===== src/rtl/eeprom_bus_pkg.sv =====
package eeprom_bus_pkg;

  typedef enum logic [1:0] {
    PH_IDLE = 2'd0,
    PH_CTRL = 2'd1,
    PH_ADDR = 2'd2,
    PH_DATA = 2'd3
  } phase_e;

  // Upper nibble compare; chip-select bits are deliberately left out.
  function automatic logic ctrl_matches(input logic [7:0] ctrl, input logic [3:0] code);
    return ctrl[7:4] == code;
  endfunction

  function automatic logic ctrl_is_read(input logic [7:0] ctrl);
    return ctrl[0];
  endfunction

  // Phase entered once the acknowledge clock of an accepted byte ends.
  function automatic phase_e phase_after_ack(input phase_e cur, input logic rd);
    case (cur)
      PH_CTRL: return rd ? PH_IDLE : PH_ADDR;
      PH_ADDR: return PH_DATA;
      PH_DATA: return PH_DATA;
      default: return PH_IDLE;
    endcase
  endfunction

endpackage


===== src/rtl/line_sync.sv =====
module line_sync #(
  parameter int STAGES = 2
) (
  input  logic clk,
  input  logic rst_n,
  input  logic d_i,
  output logic q_o
);
  logic [STAGES-1:0] chain;

  always_ff @(posedge clk or negedge rst_n) begin
    if (!rst_n) chain <= '1;
    else        chain <= {chain[STAGES-2:0], d_i};
  end

  assign q_o = chain[STAGES-1];
endmodule


===== src/rtl/bus_cond_detect.sv =====
module bus_cond_detect #(
  parameter int SYNC_STAGES = 2
) (
  input  logic clk,
  input  logic rst_n,
  input  logic scl_i,
  input  logic sda_i,
  output logic sda_lvl_o,
  output logic scl_rise_o,
  output logic scl_fall_o,
  output logic start_o,
  output logic stop_o
);
  localparam int NLINES = 2;
  localparam int IDX_SCL = 1;
  localparam int IDX_SDA = 0;

  logic [NLINES-1:0] raw;
  logic [NLINES-1:0] lvl;
  logic [NLINES-1:0] prev;

  assign raw = {scl_i, sda_i};

  for (genvar g = 0; g < NLINES; g++) begin : g_sync
    line_sync #(.STAGES(SYNC_STAGES)) u_sync (
      .clk  (clk),
      .rst_n(rst_n),
      .d_i  (raw[g]),
      .q_o  (lvl[g])
    );
  end

  always_ff @(posedge clk or negedge rst_n) begin
    if (!rst_n) prev <= '1;
    else        prev <= lvl;
  end

  logic scl_hi_steady;
  assign scl_hi_steady = lvl[IDX_SCL] & prev[IDX_SCL];

  assign sda_lvl_o  = lvl[IDX_SDA];
  assign scl_rise_o = lvl[IDX_SCL] & ~prev[IDX_SCL];
  assign scl_fall_o = ~lvl[IDX_SCL] & prev[IDX_SCL];
  assign start_o    = scl_hi_steady & prev[IDX_SDA] & ~lvl[IDX_SDA];
  assign stop_o     = scl_hi_steady & ~prev[IDX_SDA] & lvl[IDX_SDA];
endmodule


===== src/rtl/byte_rx.sv =====
module byte_rx #(
  parameter int W     = 8,
  parameter int CNT_W = $clog2(W + 2)
) (
  input  logic             clk,
  input  logic             rst_n,
  input  logic             clear_i,
  input  logic             run_i,
  input  logic             scl_rise_i,
  input  logic             bit_i,
  output logic [W-1:0]     data_o,
  output logic             full_o,
  output logic             ack_clk_o
);
  localparam logic [CNT_W-1:0] CNT_FULL = CNT_W'(W);
  localparam logic [CNT_W-1:0] CNT_ACK  = CNT_W'(W + 1);

  logic [CNT_W-1:0] cnt;

  always_ff @(posedge clk or negedge rst_n) begin
    if (!rst_n) begin
      cnt    <= '0;
      data_o <= '0;
    end else if (clear_i) begin
      cnt <= '0;
    end else if (run_i && scl_rise_i && cnt <= CNT_FULL) begin
      cnt <= cnt + 1'b1;
      if (cnt < CNT_FULL) data_o <= {data_o[W-2:0], bit_i};
    end
  end

  assign full_o    = (cnt == CNT_FULL);
  assign ack_clk_o = (cnt == CNT_ACK);
endmodule


===== src/rtl/eeprom_bus_slave.sv =====
module eeprom_bus_slave
  import eeprom_bus_pkg::*;
#(
  parameter int         BYTE_W      = 8,
  parameter int         SYNC_STAGES = 2,
  parameter logic [3:0] DEV_CODE    = 4'b1010
) (
  input  logic              clk,
  input  logic              rst_n,
  input  logic              scl_i,
  input  logic              sda_i,
  input  logic              wr_busy_i,
  output logic              ack_drive_o,
  output logic              xfer_start_o,
  output logic              addr_load_o,
  output logic [BYTE_W-1:0] word_addr_o,
  output logic              byte_valid_o,
  output logic [BYTE_W-1:0] byte_data_o,
  output logic              wr_commit_o
);
  localparam int CNT_W = $clog2(BYTE_W + 2);

  // Named internal events (also observed by the bound checker).
  logic sda_lvl, scl_rise_evt, scl_fall_evt, start_evt, stop_evt;
  logic rx_full, rx_ack_clk, rx_clear, rx_run;
  logic [BYTE_W-1:0] rx_byte;
  logic ack_decide_evt, ack_ok, ack_end_evt;

  phase_e phase_q, next_q;
  logic   got_data_q;

  bus_cond_detect #(.SYNC_STAGES(SYNC_STAGES)) u_cond (
    .clk       (clk),
    .rst_n     (rst_n),
    .scl_i     (scl_i),
    .sda_i     (sda_i),
    .sda_lvl_o (sda_lvl),
    .scl_rise_o(scl_rise_evt),
    .scl_fall_o(scl_fall_evt),
    .start_o   (start_evt),
    .stop_o    (stop_evt)
  );

  byte_rx #(.W(BYTE_W), .CNT_W(CNT_W)) u_rx (
    .clk       (clk),
    .rst_n     (rst_n),
    .clear_i   (rx_clear),
    .run_i     (rx_run),
    .scl_rise_i(scl_rise_evt),
    .bit_i     (sda_lvl),
    .data_o    (rx_byte),
    .full_o    (rx_full),
    .ack_clk_o (rx_ack_clk)
  );

  assign rx_run         = (phase_q != PH_IDLE);
  assign ack_decide_evt = rx_run & scl_fall_evt & rx_full;
  assign ack_end_evt    = rx_run & scl_fall_evt & rx_ack_clk;
  assign ack_ok         = !wr_busy_i &&
                          (phase_q != PH_CTRL || ctrl_matches(rx_byte[BYTE_W-1 -: 8], DEV_CODE));
  assign rx_clear       = start_evt | stop_evt | ack_end_evt | (ack_decide_evt & ~ack_ok);

  always_ff @(posedge clk or negedge rst_n) begin
    if (!rst_n) begin
      phase_q      <= PH_IDLE;
      next_q       <= PH_IDLE;
      got_data_q   <= 1'b0;
      ack_drive_o  <= 1'b0;
      xfer_start_o <= 1'b0;
      addr_load_o  <= 1'b0;
      byte_valid_o <= 1'b0;
      wr_commit_o  <= 1'b0;
      word_addr_o  <= '0;
      byte_data_o  <= '0;
    end else begin
      xfer_start_o <= 1'b0;
      addr_load_o  <= 1'b0;
      byte_valid_o <= 1'b0;
      wr_commit_o  <= 1'b0;
      if (start_evt) begin
        phase_q     <= PH_CTRL;
        got_data_q  <= 1'b0;
        ack_drive_o <= 1'b0;
      end else if (stop_evt) begin
        wr_commit_o <= got_data_q;
        phase_q     <= PH_IDLE;
        got_data_q  <= 1'b0;
        ack_drive_o <= 1'b0;
      end else if (ack_decide_evt) begin
        if (ack_ok) begin
          ack_drive_o <= 1'b1;
          next_q      <= phase_after_ack(phase_q, ctrl_is_read(rx_byte[7:0]));
          case (phase_q)
            PH_CTRL: xfer_start_o <= !ctrl_is_read(rx_byte[7:0]);
            PH_ADDR: begin
              addr_load_o <= 1'b1;
              word_addr_o <= rx_byte;
            end
            PH_DATA: begin
              byte_valid_o <= 1'b1;
              byte_data_o  <= rx_byte;
              got_data_q   <= 1'b1;
            end
            default: ;
          endcase
        end else begin
          phase_q <= PH_IDLE;
        end
      end else if (ack_end_evt) begin
        ack_drive_o <= 1'b0;
        phase_q     <= next_q;
      end
    end
  end
endmodule


===== config.mk =====
export PLATFORM = sky130hd
export DESIGN_NAME = eeprom_bus_slave
export DESIGN_NICKNAME = d
export VERILOG_FILES = /design/src/rtl/eeprom_bus_pkg.sv /design/src/rtl/line_sync.sv /design/src/rtl/bus_cond_detect.sv /design/src/rtl/byte_rx.sv /design/src/rtl/eeprom_bus_slave.sv
export SDC_FILE = /design/constraint.sdc
export NUM_CORES = 1
export LEC_CHECK = 0
export BUFFER_PORTS_ARGS = -buffer_cell sky130_fd_sc_hd__buf_2
export CAP_MARGIN = 20
export CORE_ASPECT_RATIO = 1.2
export CORE_UTILIZATION = 47
export DETAILED_ROUTE_END_ITERATION = 8
export GPL_TIMING_DRIVEN = 0
export HOLD_SLACK_MARGIN = 0.06
export PLACE_DENSITY = 0.65
export SLEW_MARGIN = 20
export SYNTH_ARGS = -nofsm -noshare
export SYNTH_HDL_FRONTEND = slang
export SYNTH_SLANG_ARGS = --single-unit

===== constraint.sdc =====
create_clock -name clk -period 3.1 [get_ports clk]
set_input_delay 0.465 -clock clk [delete_from_list [all_inputs] [get_ports clk]]
set_output_delay 0.465 -clock clk [all_outputs]
set_load 0.005 [all_outputs]

==> report_table.html <==
<table>
<tr><th>Metric</th><th>Value</th></tr>
<tr><th colspan="2">Floorplanning</th></tr>
<tr><td>Overall die area</td><td>4140 sq um</td></tr>
<tr><td>Top Ports</td><td>26</td></tr>
<tr><td>Height of the die</td><td>70.2 um</td></tr>
<tr><td>Die width</td><td>58.9 um</td></tr>
<tr><td>Core area</td><td>3660 sq um</td></tr>
<tr><td>Standard-cell row count</td><td>24</td></tr>
<tr><td>Initial Util</td><td>49.8%</td></tr>
<tr><th colspan="2">Clocking</th></tr>
<tr><td>Clock root buffer</td><td>sky130_fd_sc_hd__clkbuf_8</td></tr>
<tr><td>Clock latency on the worst-skew pair</td><td>280 ps</td></tr>
<tr><td>Number of buffers added by the clock tree synthesis step</td><td>5</td></tr>
<tr><td>TritonCTS clock tree</td><td>yes</td></tr>
<tr><td>Total of hold buffers inserted after clock tree synthesis</td><td>0</td></tr>
<tr><td>Clock Tree Buf Depth</td><td>2</td></tr>
<tr><td>H-tree level count</td><td>2</td></tr>
<tr><td>Clock slew seen by the registers of the worst setup and hold paths</td><td>80 ps</td></tr>
<tr><td>Buffers inserted during post-CTS setup optimization</td><td>0</td></tr>
<tr><td>Number of clock sinks</td><td>44</td></tr>
<tr><td>CTS-repair resized insts</td><td>0</td></tr>
<tr><th colspan="2">Worst setup path</th></tr>
<tr><td>Cell type group with the largest total delay on the critical path</td><td>simple AND/OR/NAND/NOR gates</td></tr>
<tr><td>Biggest fanout along the worst timing path</td><td>6</td></tr>
<tr><td>Kind of critical path</td><td>register to register</td></tr>
<tr><td>Crit Reg-Reg Startpoint</td><td>u_rx.cnt[0]$_DFFE_PN0P_</td></tr>
<tr><td>CP peak stage delay</td><td>450 ps</td></tr>
<tr><td>Cell type of the slowest stage on the worst timing path</td><td>sky130_fd_sc_hd__or3_4</td></tr>
<tr><td>Worst endpoint data arrival time</td><td>2360 ps</td></tr>
<tr><td>Worst Setup SP</td><td>u_rx.cnt[0]$_DFFE_PN0P_</td></tr>
<tr><td>Required time of the worst setup path</td><td>3280 ps</td></tr>
<tr><td>Sequence of cells on the critical path</td><td>inv_1 &gt; ha_1 &gt; nand3b_2 &gt; or3_4 &gt; or3_1 &gt; buf_2 &gt; mux2_4</td></tr>
<tr><td>Count of buffering cells on the critical path with inverters included</td><td>2</td></tr>
<tr><td>Nature of the critical path endpoint</td><td>register</td></tr>
<tr><td>Critical path launch point type</td><td>register</td></tr>
<tr><th colspan="2">Logic synthesis</th></tr>
<tr><td>Cell taking the most area after synthesis</td><td>sky130_fd_sc_hd__dfrtp_1</td></tr>
<tr><td>Number of instances in the synthesized netlist</td><td>132</td></tr>
<tr><td>Combined area of all synthesized cells</td><td>1820 sq um</td></tr>
<tr><td>Yosys top cell area share</td><td>52.1%</td></tr>
<tr><td>Post-synthesis sequential area ratio</td><td>60.8%</td></tr>
<tr><td>Number of enable-type register cells in the synthesized netlist</td><td>0</td></tr>
<tr><td>Synthesized area per cell</td><td>13.8 sq um</td></tr>
<tr><td>Largest cells by area after synthesis</td><td>sky130_fd_sc_hd__dfrtp_1 52%, sky130_fd_sc_hd__mux2_2 15%, sky130_fd_sc_hd__dfstp_2 8.6%</td></tr>
<tr><td>Syn_nets</td><td>140</td></tr>
<tr><td>Main synth FF type</td><td>sky130_fd_sc_hd__dfrtp_1</td></tr>
<tr><td>Seq cells post-synth</td><td>44</td></tr>
<tr><td>Post-synthesis cell type count</td><td>35</td></tr>
<tr><td>Warnings, synthesis</td><td>0</td></tr>
<tr><td>Synth top cells by count</td><td>38 x sky130_fd_sc_hd__dfrtp_1, 24 x sky130_fd_sc_hd__mux2_2, 8 x sky130_fd_sc_hd__inv_1</td></tr>
<tr><td>FFs w/ async S/R, synth</td><td>100%</td></tr>
<tr><td>Most numerous cell in the Yosys netlist</td><td>sky130_fd_sc_hd__dfrtp_1</td></tr>
<tr><th colspan="2">Layout</th></tr>
<tr><td>Share of the core filled with cells</td><td>57.5%</td></tr>
<tr><td>Total Nets Final</td><td>172</td></tr>
<tr><td>Antenna diodes</td><td>0</td></tr>
<tr><td>Area overhead of the layout relative to synthesis</td><td>15.6%</td></tr>
<tr><td>Number of filler cells placed in the layout</td><td>326</td></tr>
<tr><td>Fraction of layout cells with a size suffix above 1</td><td>41.8%</td></tr>
<tr><td>Final design instance area without fill</td><td>2110 sq um</td></tr>
<tr><th colspan="2">Drt</th></tr>
<tr><td>Post-route DRC violation count</td><td>0</td></tr>
<tr><td>Number of nets with antenna violations after routing</td><td>0</td></tr>
<tr><td>Vias</td><td>1143</td></tr>
<tr><td>Detailed-route wire length per cell</td><td>13.8 um</td></tr>
<tr><td>DR iter-0 viols</td><td>35</td></tr>
<tr><td>Via/cell ratio</td><td>5.27</td></tr>
<tr><td>WL final</td><td>2990 um</td></tr>
<tr><td>Number of search-and-repair iterations in the first detailed-routing pass</td><td>4</td></tr>
<tr><th colspan="2">Placement</th></tr>
<tr><td>Detailed placement HPWL</td><td>2060 um</td></tr>
<tr><td>Number of port buffers</td><td>25</td></tr>
<tr><td>GPL Wtd Cong</td><td>0.871</td></tr>
<tr><td>Worst Setup Slack post-DPL</td><td>938 ps</td></tr>
<tr><td>Post-Place Cell Area</td><td>2010 sq um</td></tr>
<tr><th colspan="2">Timing</th></tr>
<tr><td>Setup slack of the critical path after layout</td><td>917 ps</td></tr>
<tr><td>Min Tclk post-route</td><td>2180 ps</td></tr>
<tr><td>Post-route setup TNS</td><td>0 ps</td></tr>
<tr><td>Relative slew margins</td><td>38.4%</td></tr>
<tr><td>Setup repair after global routing missed its margin</td><td>false</td></tr>
<tr><td>Post-Route Skew</td><td>3.33 ps</td></tr>
<tr><td>Max Fclk</td><td>0.458 GHz</td></tr>
<tr><td>Worst slew pin tran</td><td>924 ps</td></tr>
<tr><td>Final hold violation count</td><td>0</td></tr>
<tr><td>Endpoints failing setup</td><td>0</td></tr>
<tr><td>Max Transition Viols Final</td><td>0</td></tr>
<tr><td>Period Utilization, post-route</td><td>70.4%</td></tr>
<tr><th colspan="2">GRT</th></tr>
<tr><td>Number of global-route vias before repair</td><td>1113</td></tr>
<tr><td>Maximum number of pins on one net before global-route repair</td><td>45</td></tr>
<tr><td>Global-route wire length before repair</td><td>5130 um</td></tr>
<tr><td>Initial antenna violation count</td><td>0</td></tr>
<tr><td>Total congestion overflow</td><td>0</td></tr>
<tr><td>GRT Resource Usage Total</td><td>16.5%</td></tr>
<tr><th colspan="2">Power</th></tr>
<tr><td>Static power due to leakage</td><td>1.05 nW</td></tr>
<tr><td>Overall power consumption</td><td>1.28 mW</td></tr>
<tr><td>Peak supply drop</td><td>0.369 mV</td></tr>
<tr><td>Total power per unit cell area</td><td>608 nW/um^2</td></tr>
<tr><th colspan="2">Outcome</th></tr>
<tr><td>Run status</td><td>finished, final reports clean</td></tr>
<tr><th colspan="2">Worst hold path</th></tr>
<tr><td>Worst hold path startpoint</td><td>scl_i</td></tr>
<tr><td>Kind of path behind the tightest hold check</td><td>primary input to register</td></tr>
<tr><th colspan="2">Job</th></tr>
<tr><td>Max-cap violations</td><td>0</td></tr>
</table>
## registers in the layout, summed over array words and instances (netlist names)
name	count
phase_q	2
byte_valid_o	1
ack_drive_o	1
u_rx.cnt	4
xfer_start_o	1
wr_commit_o	1
got_data_q	1
next_q	2
u_cond.g_sync.u_sync.chain	4
u_cond.prev	2
addr_load_o	1
word_addr_o	8
u_rx.data_o	8
byte_data_o	8
## area by class of cell
cell class	instances	area [sq um]	area share [%]
inverters	8	30.0	1.42
flip-flops and latches	44	1110	52.6
clock buffers	7	86.3	4.09
repair buffers	25	125	5.93
multi-input cells	77	672	31.9
well taps	52	65.1	3.09
plain buffers	3	13.8	0.653
clock inverters	1	7.51	0.356
## cells by family after synthesis
| family | share of synthesized area [%] |
|---|---|
| DFF | 60.8 |
| and+or+nand+nor | 11.0 |
| muxes | 16.2 |
| AOI/OAI and AO/OA | 6.17 |
| buffers and inverters | 2.40 |
| xor gates and xnor gates | 1.44 |
| adders and majority gates | 2.06 |
## layer usage
layer | wire length [um] | global-route usage (%) | share of wire [%]
met1 | 1370 | 21.8 | 46
met2 | 1480 | 26.5 | 50
met3 | 121 | 5.00 | 4.1
met4 | 13 | 3.97 | 0.44
met5 | 0 | 0 | 0
## report_power, final
| group | switching [mW] | total (mW) | leakage [nW] | internal [mW] |
|---|---|---|---|---|
| sequential | 0.0843 | 0.739 | 0.578 | 0.655 |
| clock | 0.184 | 0.365 | 0.0445 | 0.181 |
| combinational | 0.0819 | 0.179 | 0.432 | 0.0967 |
## metrics by stage
stage | std cells | hold WS, ps
4_1_cts | 217 | 258
5_1_grt | 217 | 250
6_report | 217 | 271
2_1_floorplan | 132 | 169
3_3_place_gp | 209 | 346
3_5_place_dp | 209 | 347
## placed cells by master (no fill, tap or decap), drive strengths merged
| master | n |
|---|---|
| o32ai | 1 |
| a41oi | 2 |
| buf | 28 |
| a2111oi | 2 |
| o21ai | 1 |
| a21o | 1 |
| a211o | 1 |
| nor2 | 3 |
| nor4b | 1 |
| or3 | 3 |
| xor2 | 1 |
| o21a | 1 |
| nand3b | 3 |
| mux2 | 25 |
| nand2 | 4 |
| and2 | 3 |
| nand2b | 5 |
| nand4b | 1 |
| dfrtp | 38 |
| a211oi | 2 |
| o41ai | 1 |
| clkbuf | 7 |
| clkinvlp | 1 |
| a32oi | 1 |
| inv | 8 |
| nor4bb | 1 |
| ha | 3 |
| mux2i | 1 |
| xnor2 | 2 |
| a22oi | 1 |
| dfstp | 6 |
| nor3 | 7 |
## worst paths after layout
| kind | to | slack, ps | cells past startpoint |
|---|---|---|---|
| worst max-delay path | next_q[1]$_DFFE_PN0P_ | 920 | 7 |
| worst min-delay path | u_cond.g_sync[1].u_sync.chain[0]$_DFF_PN1_ | 270 | 1 |
| worst max register to register | next_q[1]$_DFFE_PN0P_ | 920 | 7 |
| worst min register to register | u_cond.g_sync[1].u_sync.chain[1]$_DFF_PN1_ | 360 | 0 |
| max in group asynchronous | byte_data_o[0]$_DFFE_PN0P_ | 2210 | 1 |
| min in group asynchronous | u_rx.cnt[2]$_DFFE_PN0P_ | 310 | 1 |
Note: power is estimated with default switching activity, not from simulation.
